===== src/rtl/ps2_rx_pkg.sv =====
package ps2_rx_pkg;

   localparam int unsigned FRAME_BITS = 11;
   localparam int unsigned DATA_BITS  = 8;
   localparam int unsigned CNT_W      = $clog2(FRAME_BITS + 1);

   // Cycles for a delay of 'us' microseconds at 'hz'.
   function automatic int unsigned us_to_cycles(input int unsigned hz, input int unsigned us);
      return ((hz / 1000) * us) / 1000;
   endfunction

   // Frame fault: start high, stop low, or even ones over data plus parity.
   function automatic logic frame_fault(input logic [FRAME_BITS-1:0] f);
      return f[0] | ~f[FRAME_BITS-1] | ~(^f[DATA_BITS+1:1]);
   endfunction

endpackage


===== src/rtl/ps2_line_sync.sv =====
module ps2_line_sync #(
   parameter int unsigned STAGES = 2
) (
   input  logic clk_i,
   input  logic rst_i,
   input  logic ps2_clk_i,
   input  logic ps2_dat_i,
   output logic clk_s_o,
   output logic dat_s_o,
   output logic fall_o,
   output logic rise_o
);
   generate
      if (STAGES < 2) begin : g_bad_stages
         $error("ps2_line_sync: STAGES must be at least 2");
      end
   endgenerate

   logic [STAGES-1:0] clk_chain_q;
   logic [STAGES-1:0] dat_chain_q;
   logic              clk_prev_q;

   always_ff @(posedge clk_i) begin
      if (rst_i) begin
         clk_chain_q <= '1;
         dat_chain_q <= '1;
         clk_prev_q  <= 1'b1;
      end else begin
         clk_chain_q <= {clk_chain_q[STAGES-2:0], ps2_clk_i};
         dat_chain_q <= {dat_chain_q[STAGES-2:0], ps2_dat_i};
         clk_prev_q  <= clk_chain_q[STAGES-1];
      end
   end

   assign clk_s_o = clk_chain_q[STAGES-1];
   assign dat_s_o = dat_chain_q[STAGES-1];
   assign fall_o  = clk_prev_q & ~clk_s_o;
   assign rise_o  = ~clk_prev_q & clk_s_o;
endmodule


===== src/rtl/ps2_interval_timer.sv =====
module ps2_interval_timer #(
   parameter int unsigned TICKS = 10
) (
   input  logic clk_i,
   input  logic rst_i,
   input  logic restart_i,
   input  logic enable_i,
   output logic expire_o
);
   generate
      if (TICKS < 1) begin : g_bad_ticks
         $error("ps2_interval_timer: TICKS must be at least 1");
      end
   endgenerate

   localparam int unsigned CW = (TICKS < 2) ? 1 : $clog2(TICKS + 1);
   localparam logic [CW-1:0] FULL = CW'(TICKS);
   localparam logic [CW-1:0] LAST = CW'(TICKS - 1);

   logic [CW-1:0] cnt_q;

   // Parked at FULL when idle; a restart starts a fresh interval.
   always_ff @(posedge clk_i) begin
      if (rst_i) begin
         cnt_q <= FULL;
      end else if (restart_i) begin
         cnt_q <= '0;
      end else if (enable_i && cnt_q != FULL) begin
         cnt_q <= cnt_q + 1'b1;
      end
   end

   assign expire_o = enable_i & ~restart_i & (cnt_q == LAST);
endmodule


===== src/rtl/ps2_frame_shifter.sv =====
module ps2_frame_shifter
   import ps2_rx_pkg::*;
(
   input  logic                 clk_i,
   input  logic                 rst_i,
   input  logic                 sample_i,
   input  logic                 dat_i,
   input  logic                 rise_i,
   input  logic                 idle_i,
   output logic [CNT_W-1:0]     bit_cnt_o,
   output logic                 valid_o,
   output logic [DATA_BITS-1:0] byte_o,
   output logic                 err_o
);
   localparam logic [CNT_W-1:0] LAST_CNT = CNT_W'(FRAME_BITS);

   logic [FRAME_BITS-1:0] sr_q;
   logic [CNT_W-1:0]      cnt_q;

   always_ff @(posedge clk_i) begin
      if (rst_i) begin
         sr_q    <= '0;
         cnt_q   <= '0;
         valid_o <= 1'b0;
         byte_o  <= '0;
         err_o   <= 1'b0;
      end else begin
         valid_o <= 1'b0;
         err_o   <= 1'b0;
         if (idle_i) begin
            cnt_q <= '0;
         end else if (rise_i && cnt_q == LAST_CNT) begin
            valid_o <= 1'b1;
            byte_o  <= sr_q[DATA_BITS:1];
            err_o   <= frame_fault(sr_q);
            cnt_q   <= '0;
         end else if (sample_i && cnt_q != LAST_CNT) begin
            // First bit received ends up in bit 0 after eleven shifts.
            sr_q  <= {dat_i, sr_q[FRAME_BITS-1:1]};
            cnt_q <= cnt_q + 1'b1;
         end
      end
   end

   assign bit_cnt_o = cnt_q;
endmodule


===== src/rtl/ps2_frame_rx.sv =====
module ps2_frame_rx
   import ps2_rx_pkg::*;
#(
   parameter int unsigned CLK_HZ      = 50_000_000,
   parameter int unsigned SAMPLE_US   = 20,
   parameter int unsigned IDLE_US     = 100,
   parameter int unsigned SYNC_STAGES = 2
) (
   input  logic       clk_i,
   input  logic       rst_i,
   input  logic       ps2_clk_i,
   input  logic       ps2_dat_i,
   output logic       byte_valid_o,
   output logic [7:0] byte_o,
   output logic       frame_err_o
);
   localparam int unsigned SAMPLE_TICKS = us_to_cycles(CLK_HZ, SAMPLE_US);
   localparam int unsigned IDLE_TICKS   = us_to_cycles(CLK_HZ, IDLE_US);

   generate
      if (SAMPLE_TICKS < 1) begin : g_bad_sample
         $error("ps2_frame_rx: CLK_HZ too low for the sample delay");
      end
      if (IDLE_TICKS <= SAMPLE_TICKS) begin : g_bad_idle
         $error("ps2_frame_rx: idle limit must exceed the sample delay");
      end
   endgenerate

   logic             clk_s;
   logic             dat_s;
   logic             clk_fall;
   logic             clk_rise;
   logic             sample_go;
   logic             idle_fire;
   logic [CNT_W-1:0] bit_cnt;

   ps2_line_sync #(.STAGES(SYNC_STAGES)) u_sync (
      .clk_i     (clk_i),
      .rst_i     (rst_i),
      .ps2_clk_i (ps2_clk_i),
      .ps2_dat_i (ps2_dat_i),
      .clk_s_o   (clk_s),
      .dat_s_o   (dat_s),
      .fall_o    (clk_fall),
      .rise_o    (clk_rise)
   );

   ps2_interval_timer #(.TICKS(SAMPLE_TICKS)) u_sample_tmr (
      .clk_i     (clk_i),
      .rst_i     (rst_i),
      .restart_i (clk_fall),
      .enable_i  (1'b1),
      .expire_o  (sample_go)
   );

   ps2_interval_timer #(.TICKS(IDLE_TICKS)) u_idle_tmr (
      .clk_i     (clk_i),
      .rst_i     (rst_i),
      .restart_i (clk_rise),
      .enable_i  (clk_s),
      .expire_o  (idle_fire)
   );

   ps2_frame_shifter u_shift (
      .clk_i     (clk_i),
      .rst_i     (rst_i),
      .sample_i  (sample_go),
      .dat_i     (dat_s),
      .rise_i    (clk_rise),
      .idle_i    (idle_fire),
      .bit_cnt_o (bit_cnt),
      .valid_o   (byte_valid_o),
      .byte_o    (byte_o),
      .err_o     (frame_err_o)
   );
endmodule


===== config.mk =====
export PLATFORM = sky130hd
export DESIGN_NAME = ps2_frame_rx
export DESIGN_NICKNAME = d
export VERILOG_FILES = /design/src/rtl/ps2_rx_pkg.sv /design/src/rtl/ps2_line_sync.sv /design/src/rtl/ps2_interval_timer.sv /design/src/rtl/ps2_frame_shifter.sv /design/src/rtl/ps2_frame_rx.sv
export SDC_FILE = /design/constraint.sdc
export NUM_CORES = 1
export LEC_CHECK = 0
export ABC_AREA = 1
export BUFFER_PORTS_ARGS = -buffer_cell sky130_fd_sc_hd__buf_4
export CORE_ASPECT_RATIO = 1.5
export CORE_MARGIN = 1.5
export CORE_UTILIZATION = 40
export CTS_CLUSTER_DIAMETER = 50
export DETAILED_ROUTE_END_ITERATION = 8
export PLACE_DENSITY = 0.57
export RECOVER_POWER = 25
export SETUP_SLACK_MARGIN = 0.05
export SYNTH_ARGS = -nofsm -noshare
export SYNTH_HDL_FRONTEND = slang
export SYNTH_SLANG_ARGS = --single-unit

===== constraint.sdc =====
create_clock -name clk_i -period 1.9 [get_ports clk_i]
set_input_delay 0.095 -clock clk_i [delete_from_list [all_inputs] [get_ports clk_i]]
set_output_delay 0.095 -clock clk_i [all_outputs]
set_load 0.02 [all_outputs]

==> results_dict.tcl <==
set metrics [dict create \
    hp-class "in -> reg" \
    max_freq_ghz 0.627 \
    synthFlopType "dfxtp_1" \
    cts_buffers 5 \
    hold_violations 0 \
    synth_area_per_cell_sq_um 6.89 \
    overflow 0 \
    holdPathEnd "u_shift.valid_o$_SDFF_PP0_" \
    worst_pin_slew_ns 1.11 \
    final_core_util_pct 45.4 \
    clockPowerShare_pct 28.2 \
    required_ns 2.15 \
    final_antenna_net_count 0 \
    p_per_area_nw_per_um2 982 \
    worst_slack_ns 0.305 \
    cpMaxStageDelayCell "dfxtp_1" \
    rows 35 \
    status "completed" \
    start_util_pct 41.3 \
    p_comb_share_pct 23.6 \
    cts_num_sinks 53 \
    synth.distinct_cells 27 \
    finalCritPeriodShare_pct 83.9 \
    hold-worst-slack_ns 0.0228 \
    synth_edf_count 0 \
    p_int_uw 1840 \
    gp_congestion 0.816 \
    cts_tree "done" \
    drt_iter0_drc 93 \
    placement.io_buffers 13 \
    leakage_uw 0.00130 \
    place_ws_ns 0.334 \
    path_class "reg -> reg" \
    ys_ff_latch 53 \
    drt-total-wl_microns 4990 \
    htreeDepth 2 \
    min_from "rst_i" \
    diodes 0 \
    crit_chain "ha_1, nand3_1, nand3_1, nor2_4, nand3_4, nand2_1, nand2_1, nor2_1" \
    netlist_area_sq_um 2530 \
    rrSetupSlack_ns 0.31 \
    synthArstFlopShare_pct 0 \
    finalClockSkew_ns 0.00954 \
    synth-warning-count 0 \
    drt-wirelength-per-cell_microns 10.9 \
    ys_seq_area_share_pct 41.9 \
    fin_crit_ns 1.59 \
    r2r-end "u_shift.sr_q[4]$_SDFFE_PP0P_" \
    core_sq_um 6130 \
    clkSlewWorstSetupHoldPaths_ns 0.10 \
    clk_latency_ns 0.30 \
    synth_top_family_by_area "simple AND/OR/NAND/NOR gates" \
    cap_violations 0 \
    postCtsSetupRepairBufs 0 \
    n_fill_cell 683 \
    synthSimpleGateAreaFrac_pct 34.7 \
    vias_per_cell 4.91 \
    critical_path.endpoint_type "register" \
    cts_root_buf "clkbuf_8" \
    worst_ep_arrival_time_ns 1.84 \
    relSlewSlack_pct 25.9 \
    seqPwrFrac_pct 48.3 \
    switching_power_uw 898 \
    dieWidth_microns 68 \
    synthMuxAreaShare_pct 0 \
    grt_use_total_pct 16.7 \
    synth.net_count 378 \
    yosys.area_share.adder_pct 2.96 \
    fp.dieH_microns 101 \
    setup_viol 0 \
    drive_gt1_share_pct 5.71 \
    synthToLayoutAreaGrowth_pct 9.82 \
    dp_hpwl_microns 3620 \
    crit_path_max_incr_delay_ns 0.36 \
    route.detailed.drc 0 \
    path_max_fanout 22 \
    postCtsResizedCells 0 \
    reg2reg_depth 8 \
    whs_path_depth 2 \
    grt_max_degree 26 \
    irDropWorstVdd_v 0.000627 \
    cts.path.max_buffers 2 \
    synth_xor_area_share_pct 3.46 \
    dr.pass1.iters 6 \
    io_pins 14 \
    rsz0062_at_grt "no" \
    swShare_pct 32.8 \
    nNetsFinal 394 \
    synth_cells 368 \
    antenna_found_initial 0 \
    vias 2255 \
    synth-compound-area-share_pct 8.54 \
    dieArea_sq_um 6830 \
    grt_pass1_vias 2097 \
    post_dp_cell_area_sq_um 2690 \
    critPathLaunchType "register" \
    r2r_start "u_shift.bit_cnt_o[0]$_SDFFE_PP0P_" \
    finalSetupTns_ns 0 \
    stdcell_area_sq_um 2780 \
    drv_slew 0 \
    grt_pass1_wl_microns 8870 \
]
## power groups by stage
stage / Clock, uW / Sequential [uW] / Combinational [uW]
3_3_place_gp: 0 / 1340 / 640
2_1_floorplan: 0 / 1320 / 503
3_5_place_dp: 0 / 1340 / 648
4_1_cts: 804 / 1320 / 655
6_report: 770 / 1320 / 645
5_1_grt: 840 / 1340 / 745
## sequential cells by signal, indices dropped and copies added (netlist names)
register and count:
u_sync.clk_chain_q 2, u_shift.valid_o 1, u_sync.clk_prev_q 1, u_shift.byte_o 8
u_sample_tmr.cnt_q 10, u_shift.err_o 1, u_idle_tmr.cnt_q 13, u_sync.dat_chain_q 2
u_shift.bit_cnt_o 4, u_shift.sr_q 11
## metrics by stage
step	std cells	total power (uW)
after floorplan	368	1820
after global placement	449	1980
after detailed placement	449	1990
after CTS	459	2780
after global routing	459	2920
final	459	2730
## synth_stat cells, types with 2 or more instances
library cell / count / area share, %
nand2_1: 97 / 14
dfxtp_1: 53 / 42
nor2_1: 50 / 7.4
inv_1: 40 / 5.9
nand3_1: 31 / 6.1
a21oi_1: 22 / 4.3
o21ai_0: 17 / 3.4
nand4_1: 9 / 2.2
nor3_1: 7 / 1.4
xor2_1: 7 / 2.4
ha_1: 6 / 3.0
buf_2: 4 / 0.79
inv_2: 4 / 0.59
or2_2: 4 / 0.99
xnor2_1: 3 / 1.0
clkbuf_1: 2 / 0.30
o31ai_1: 2 / 0.59
## layout by cell type (no fill, tap or decap), types with 2 or more instances in the layout
cell type / netlist / final
nand2_1: 97 / 97
dfxtp_1: 53 / 53
nor2_1: 50 / 50
inv_1: 40 / 40
nand3_1: 31 / 31
a21oi_1: 22 / 22
o21ai_0: 17 / 17
clkbuf_1: 2 / 12
nand4_1: 9 / 9
nor3_1: 7 / 7
xor2_1: 7 / 7
ha_1: 6 / 6
clkbuf_8: 0 / 5
inv_2: 4 / 4
or2_2: 4 / 4
xnor2_1: 3 / 3
o31ai_1: 2 / 2
dlygate4sd3_1: 0 / 2
clkbuf_4: 0 / 2
buf_4: 1 / 2
## kinds of logic (layout without fill, tap and decap cells)
family	after synthesis	in the layout
buffers and inverters	53	70
flip-flops	53	53
adder cells (fa/ha/maj)	6	6
AO/OA/AOI/OAI	42	42
XOR/XNOR	10	10
AND/OR/NAND/NOR	204	204
## worst max-delay path by stage
stage	from	end	slack [ns]
6_report	u_shift.bit_cnt_o[0]$_SDFFE_PP0P_	u_shift.sr_q[4]$_SDFFE_PP0P_	0.31
5_1_grt	u_sample_tmr.cnt_q[1]$_SDFFE_PP0P_	u_shift.sr_q[5]$_SDFFE_PP0P_	0.08
3_5_place_dp	u_sample_tmr.cnt_q[1]$_SDFFE_PP0P_	u_shift.sr_q[9]$_SDFFE_PP0P_	0.33
2_1_floorplan	u_sample_tmr.cnt_q[1]$_SDFFE_PP0P_	u_shift.sr_q[10]$_SDFFE_PP0P_	0.48
4_1_cts	u_shift.bit_cnt_o[0]$_SDFFE_PP0P_	u_shift.sr_q[9]$_SDFFE_PP0P_	0.31
3_3_place_gp	u_sample_tmr.cnt_q[1]$_SDFFE_PP0P_	u_shift.sr_q[9]$_SDFFE_PP0P_	0.32
## metal layers
layer,vias to the layer above,track usage [%],routed length (microns)
met2,15,29.7,2600
li1,1199,-,-
met4,0,6.15,68
met5,-,0,0
met1,1034,18.7,2230
met3,7,3.80,97
## final cells by class
cell class	instances	area, sq um	share of cell area (%)
flip-flops and latches	53	1060	38.1
multi-input cells	262	1260	45.2
clock inverters	2	38.8	1.39
clock buffers	6	72.6	2.61
repair buffers	17	91.3	3.28
inverters	45	169	6.07
well taps	74	92.6	3.33
## critical path, delay by kind of cell (launching register included)
kind | cells | cell delay, ns
adders and majority gates | 1 | 0.22
DFF | 1 | 0.36
and+or+nand+nor | 7 | 0.95
## what timing repair did
item	4_1_cts	5_1_grt
hold buffers	2	0
endpoints found under the hold margin	2	0
setup endpoints to repair	0	0
(Power assumes the default switching activity.)
